--- src/rtl/audio_route_pkg.sv ---
package audio_route_pkg;

    localparam int CODE_W = 3;
    localparam int DMSEL_W = 2;

    typedef enum logic [1:0] {
        SRC_NICAM = 2'd0,
        SRC_EXT   = 2'd1,
        SRC_FM    = 2'd2
    } src_e;

    typedef enum logic [1:0] {
        GAIN_UNITY  = 2'd0,
        GAIN_MINUS6 = 2'd1,
        GAIN_PLUS12 = 2'd2
    } gain_e;

    typedef struct packed {
        logic  deemph;
        gain_e gain;
    } nset_t;

    typedef struct packed {
        src_e  src;
        nset_t set;
    } route_ctl_t;

    // Digital-source setting encoded by the two low code bits.
    function automatic nset_t decode_nset(input logic [1:0] c);
        nset_t s;
        case (c)
            2'b00:   begin s.deemph = 1'b0; s.gain = GAIN_UNITY;  end
            2'b01:   begin s.deemph = 1'b1; s.gain = GAIN_UNITY;  end
            2'b10:   begin s.deemph = 1'b1; s.gain = GAIN_MINUS6; end
            default: begin s.deemph = 1'b1; s.gain = GAIN_PLUS12; end
        endcase
        return s;
    endfunction

    localparam nset_t NSET_RESET = '{deemph: 1'b1, gain: GAIN_MINUS6};

endpackage

--- src/rtl/ar_code_decode.sv ---
module ar_code_decode
    import audio_route_pkg::*;
(
    input  logic              clk,
    input  logic              rst,
    input  logic              stb,
    input  logic [CODE_W-1:0] code,
    output route_ctl_t        ctl
);

    nset_t set_q;
    nset_t set_eff;

    always_comb begin
        if (code[2]) begin
            set_eff = set_q;
            ctl.src = code[0] ? SRC_FM : SRC_EXT;
        end else begin
            set_eff = decode_nset(code[1:0]);
            ctl.src = SRC_NICAM;
        end
        ctl.set = set_eff;
    end

    always_ff @(posedge clk) begin
        if (rst)
            set_q <= NSET_RESET;
        else if (stb)
            set_q <= set_eff;
    end


    held_setting_chk: assert property (@(posedge clk) disable iff (rst)
        (stb && code[2]) |=> $stable(set_q));

endmodule

--- src/rtl/ar_chan_map.sv ---
module ar_chan_map
    import audio_route_pkg::*;
#(
    parameter int W = 16
) (
    input  logic                dual_mono,
    input  logic [DMSEL_W-1:0]  dm_sel,
    input  logic signed [W-1:0] m1,
    input  logic signed [W-1:0] m2,
    output logic signed [W-1:0] l_out,
    output logic signed [W-1:0] r_out
);

    always_comb begin
        if (!dual_mono) begin
            l_out = m1;
            r_out = m2;
        end else begin
            l_out = dm_sel[0] ? m1 : m2;
            case (dm_sel)
                2'b00:   r_out = m2;
                2'b01:   r_out = m1;
                2'b10:   r_out = m1;
                default: r_out = m2;
            endcase
        end
    end

endmodule

--- src/rtl/ar_gain_stage.sv ---
module ar_gain_stage
    import audio_route_pkg::*;
#(
    parameter int W = 16
) (
    input  gain_e               gain,
    input  logic signed [W-1:0] din,
    output logic signed [W-1:0] dout
);

    localparam int WX = W + 2;
    localparam logic signed [W-1:0] MAX_V = {1'b0, {(W-1){1'b1}}};
    localparam logic signed [W-1:0] MIN_V = {1'b1, {(W-1){1'b0}}};

    logic signed [WX-1:0] boosted;
    logic                 ovf;

    always_comb begin
        boosted = {{2{din[W-1]}}, din} <<< 2;
        ovf     = (boosted[WX-1:W-1] != {3{boosted[WX-1]}});
        case (gain)
            GAIN_MINUS6: dout = din >>> 1;
            GAIN_PLUS12: begin
                if (ovf)
                    dout = boosted[WX-1] ? MIN_V : MAX_V;
                else
                    dout = boosted[W-1:0];
            end
            default:     dout = din;
        endcase
    end

endmodule

--- src/rtl/audio_route_top.sv ---
module audio_route_top
    import audio_route_pkg::*;
#(
    parameter int SAMPLE_W = 16
) (
    input  logic                       clk,
    input  logic                       rst,
    input  logic                       sample_stb,
    input  logic signed [SAMPLE_W-1:0] left_in,
    input  logic signed [SAMPLE_W-1:0] right_in,
    input  logic                       dual_mono,
    input  logic [1:0]                 dm_sel,
    input  logic [2:0]                 sw_code,
    input  logic                       mute_req,
    output logic signed [SAMPLE_W-1:0] left_out,
    output logic signed [SAMPLE_W-1:0] right_out,
    output logic                       out_valid,
    output logic                       deemph_en,
    output logic                       src_nicam,
    output logic                       src_ext,
    output logic                       src_fm
);

    localparam int NCH = 2;

    route_ctl_t ctl;
    src_e       src_q;
    logic signed [SAMPLE_W-1:0] mapped [NCH];
    logic signed [SAMPLE_W-1:0] scaled [NCH];

    ar_code_decode u_dec (
        .clk  (clk),
        .rst  (rst),
        .stb  (sample_stb),
        .code (sw_code),
        .ctl  (ctl)
    );

    ar_chan_map #(.W(SAMPLE_W)) u_map (
        .dual_mono (dual_mono),
        .dm_sel    (dm_sel),
        .m1        (left_in),
        .m2        (right_in),
        .l_out     (mapped[0]),
        .r_out     (mapped[1])
    );

    for (genvar ch = 0; ch < NCH; ch++) begin : g_gain
        ar_gain_stage #(.W(SAMPLE_W)) u_gain (
            .gain (ctl.set.gain),
            .din  (mapped[ch]),
            .dout (scaled[ch])
        );
    end

    always_ff @(posedge clk) begin
        if (rst) begin
            left_out  <= '0;
            right_out <= '0;
            out_valid <= 1'b0;
            deemph_en <= NSET_RESET.deemph;
            src_q     <= SRC_NICAM;
        end else begin
            out_valid <= sample_stb;
            if (sample_stb) begin
                left_out  <= mute_req ? '0 : scaled[0];
                right_out <= mute_req ? '0 : scaled[1];
                deemph_en <= ctl.set.deemph;
                src_q     <= ctl.src;
            end
        end
    end

    assign src_nicam = (src_q == SRC_NICAM);
    assign src_ext   = (src_q == SRC_EXT);
    assign src_fm    = (src_q == SRC_FM);


    src_onehot_chk: assert property (@(posedge clk) disable iff (rst)
        $countones({src_nicam, src_ext, src_fm}) == 1);


    mute_zero_chk: assert property (@(posedge clk) disable iff (rst)
        (sample_stb && mute_req) |=> (left_out == '0 && right_out == '0));


    valid_pulse_chk: assert property (@(posedge clk) disable iff (rst)
        sample_stb |=> out_valid);


    hold_no_stb_chk: assert property (@(posedge clk) disable iff (rst)
        !sample_stb |=> (!out_valid && $stable(left_out) && $stable(right_out)
                         && $stable(deemph_en) && $stable(src_q)));


    flat_code_chk: assert property (@(posedge clk) disable iff (rst)
        (sample_stb && sw_code == 3'b000) |=> (!deemph_en && src_nicam));


    fm_select_chk: assert property (@(posedge clk) disable iff (rst)
        (sample_stb && sw_code[2] && sw_code[0]) |=> src_fm);

endmodule

--- config.mk ---
export PLATFORM = sky130hd
export DESIGN_NAME = audio_route_top
export DESIGN_NICKNAME = d
export VERILOG_FILES = /design/src/rtl/audio_route_pkg.sv /design/src/rtl/ar_code_decode.sv /design/src/rtl/ar_chan_map.sv /design/src/rtl/ar_gain_stage.sv /design/src/rtl/audio_route_top.sv
export SDC_FILE = /design/constraint.sdc
export NUM_CORES = 1
export LEC_CHECK = 0
export ABC_AREA = 1
export CAP_MARGIN = 20
export CORE_AREA = 2 2 81 83
export CTS_BUF_LIST = sky130_fd_sc_hd__clkbuf_4 sky130_fd_sc_hd__clkbuf_8 sky130_fd_sc_hd__clkbuf_16
export DETAILED_ROUTE_END_ITERATION = 7
export DIE_AREA = 0 0 83 85
export DONT_BUFFER_PORTS = 1
export GPL_ROUTABILITY_DRIVEN = 0
export HOLD_SLACK_MARGIN = 0.03
export PLACE_DENSITY = 0.61
export SLEW_MARGIN = 20
export SYNTH_ARGS = -nofsm -noshare
export SYNTH_HDL_FRONTEND = slang
export SYNTH_SLANG_ARGS = --single-unit
--- constraint.sdc ---
create_clock -name clk -period 5.5 [get_ports clk]
set_input_delay 0.275 -clock clk [delete_from_list [all_inputs] [get_ports clk]]
set_output_delay 0.275 -clock clk [all_outputs]
set_load 0.02 [all_outputs]
==> summary.md <==
| Metric | Value |
|---|---|
| CTS resizes | 0 |
| Reg clk slew, reported paths | 0.08 ns |
| Die W | 83 um |
| Synth-to-layout area growth | 2.69% |
| Yosys reg bits | 38 |
| Die H | 85 um |
| Net count after synthesis | 554 |
| Remaining global-route overflow | 0 |
| Util after Layout | 49.3% |
| Core Region | 6200 sq um |
| Worst rel slew slack | 40.5% |
| Largest net degree at the start of global routing | 39 |
| Initial core utilization | 48.0% |
| Distinct cell type count after synthesis | 29 |
| Final HPWL from detailed placement | 5770 um |
| Antenna Diode Count | 0 |
| Seq/Total Area, Yosys | 25.5% |
| Pwr Density | 273 nW/um^2 |
| Slew Limit Fails | 0 |
| Fill cells | 705 |
| Min-delay worst type | in -> reg |
| Peak supply drop | 0.168 mV |
| Total Die Area | 7060 sq um |
| Synthesized cell area | 2980 sq um |
| Worst setup EP type | register |
| TNS Setup | 0 ns |
| Ratio of cells with drive above 1 in the final layout | 12.5% |
| MaxCap Viol Count | 0 |
| Initial drt markers | 230 |
| DP Area | 2910 sq um |
| First-pass GRT wire length | 13,200 um |
| Clk_skew | 0.0107 ns |
| Via-per-instance ratio | 5.25 |
| Syn Inst Count | 510 |
| Post-synth top cells | nand2_1 (159), inv_1 (67), a21oi_1 (50), dfxtp_1 (38), o21ai_0 (29) |
| Endpoints failing hold | 0 |
| EDFF count, synth | 0 |
| CTS H-Tree Depth | 2 |
| # Post-CTS Setup Buffers | 0 |
| Max Buffers Root-to-Sink | 2 |
| Setup Crit Path Kind | reg -> reg |
| Worst slew pin tran | 0.892 ns |
| Vias | 2,968 |
| Max FO, Critical Path | 33 |
| Synth top area cells | dfxtp_1 (26%), nand2_1 (20%), inv_1 (8.4%), a21oi_1 (8.4%), o21ai_0 (4.9%) |
| GRT Resource Usage Total | 22.6% |
| Minimum clock period | 3.03 ns |
| Final instance area | 3060 sq um |
| Part of the cycle the worst path needs | 55.2% |
| Worst Path Arrival | 3.25 ns |
| Initial antenna violation count | 0 |
| CTS Hold Bufs | 0 |
| IO Pins | 79 |
| Leak Pwr | 1.47 nW |
| Total Routed Length | 7850 um |
| CTS Sinks | 38 |
| Final setup fails | 0 |
| Root Driver | clkbuf_8 |
| Clock buffers created by TritonCTS | 5 |
| Leading area contributor after synthesis | dfxtp_1 |
| WL per Instance | 13.9 um |
| Data required, critical path | 5.72 ns |
| Cell with the most instances after synthesis | nand2_1 |
| CTS tree | done |
| Fmax | 330 MHz |
| DRT Pass-1 Iters | 4 |
| RSZ-0062 raised after global routing | false |
| Post-DRT Antenna Nets | 0 |
| Vias in the first global route | 2,767 |
| Final net count | 531 |
| Most used DFF post-synth | dfxtp_1 |
| Rows | 29 |
| Ys async rst share | 0% |
| Synth warnings | 0 |
| Syn avg cell area | 5.84 sq um |
| Status | complete, no violations |
| Pwr Total | 0.836 mW |
| DRC Markers | 0 |
| Skew-Pair Late Insertion Delay | 0.29 ns |
| Top cell type's share of synthesized area | 25.5% |
| Setup crit start kind | register |
| IO buf count | 0 |
layer usage:
layer	up-vias	global-route usage, %	routed length, um
li1	1555	-	-
met4	0	5.81	101
met2	91	40.5	3840
met1	1314	27.4	3410
met3	8	5.06	498
met5	-	0	0
through the flow:
stage / worst slack, ns / hold slack (ns) / cells
6_report: 2.47 / 0.0525 / 565
5_1_grt: 2.08 / 0.0306 / 565
4_1_cts: 2.47 / 0.0373 / 564
3_5_place_dp: 2.46 / 0.347 / 556
3_3_place_gp: 2.61 / 0.347 / 556
2_1_floorplan: 3.66 / 0.379 / 510
logic make-up after synthesis:
group,Yosys count,share of synthesized area (%)
simple gates,213,29.9
compound gates,132,26.0
buf+inv,125,17.6
flops,38,25.5
fa+ha+maj,2,0.840
worst max-delay path: stages, from the launching register on:
cell and delay [ns]:
dfxtp_1 0.33, inv_1 0.03, o21ai_0 0.24, inv_1 0.09, ha_1 0.88, inv_1 0.65
a311oi_1 0.50, nand2_1 0.09, a21oi_1 0.15
layout by cell type (no fill, tap or decap), types with 6 or more instances in the layout:
master    synthesis  layout
a21oi_1          50      50
a21oi_2          12      12
clkbuf_8          0       6
clkinv_1          8       8
dfxtp_1          38      38
inv_1            67      66
inv_2            18      19
nand2_1         159     159
nand2_2           7       7
nand3_1           8       8
nand4_1          17      17
nor2_1           18      18
o21ai_0          29      29
o21ai_1          25      25
o21ai_2           9       9
power by group:
group          switching [mW]  internal, mW  leakage (nW)
Combinational           0.157        0.0683          1.09
Sequential             0.0290         0.292         0.310
Clock                  0.0967         0.193        0.0714
Total                   0.282         0.554          1.47
final cells by class:
class,count,area [sq um],share of cell area (%)
Sequential cell,38,761,24.9
Inverter,93,349,11.4
Multi-Input combinational cell,347,1690,55.3
Clock buffer,6,82.6,2.70
Timing Repair Buffer,2,17.5,0.573
Clock inverter,2,60.1,1.96
Tap cell,77,96.3,3.15
sequential cells by signal, indices dropped and copies added (netlist names):
signal and cells:
left_out 16, right_out 16, u_dec.set_q 3, src_q 2, out_valid 1
final timing paths:
kind                                                  start                     endpoint  slack, ns  cells after the start
worst max-delay path            u_dec.set_q[0]$_SDFFE_PP1P_   right_out[15]$_SDFFE_PP0P_       2.47                      8
worst min-delay path                                    rst     left_out[6]$_SDFFE_PP0P_       0.05                      1
worst max register to register  u_dec.set_q[0]$_SDFFE_PP1P_   right_out[15]$_SDFFE_PP0P_       2.47                      8
worst min register to register  u_dec.set_q[1]$_SDFFE_PP0P_  u_dec.set_q[1]$_SDFFE_PP0P_       0.46                      2
Note: power is estimated with default switching activity, not from simulation.
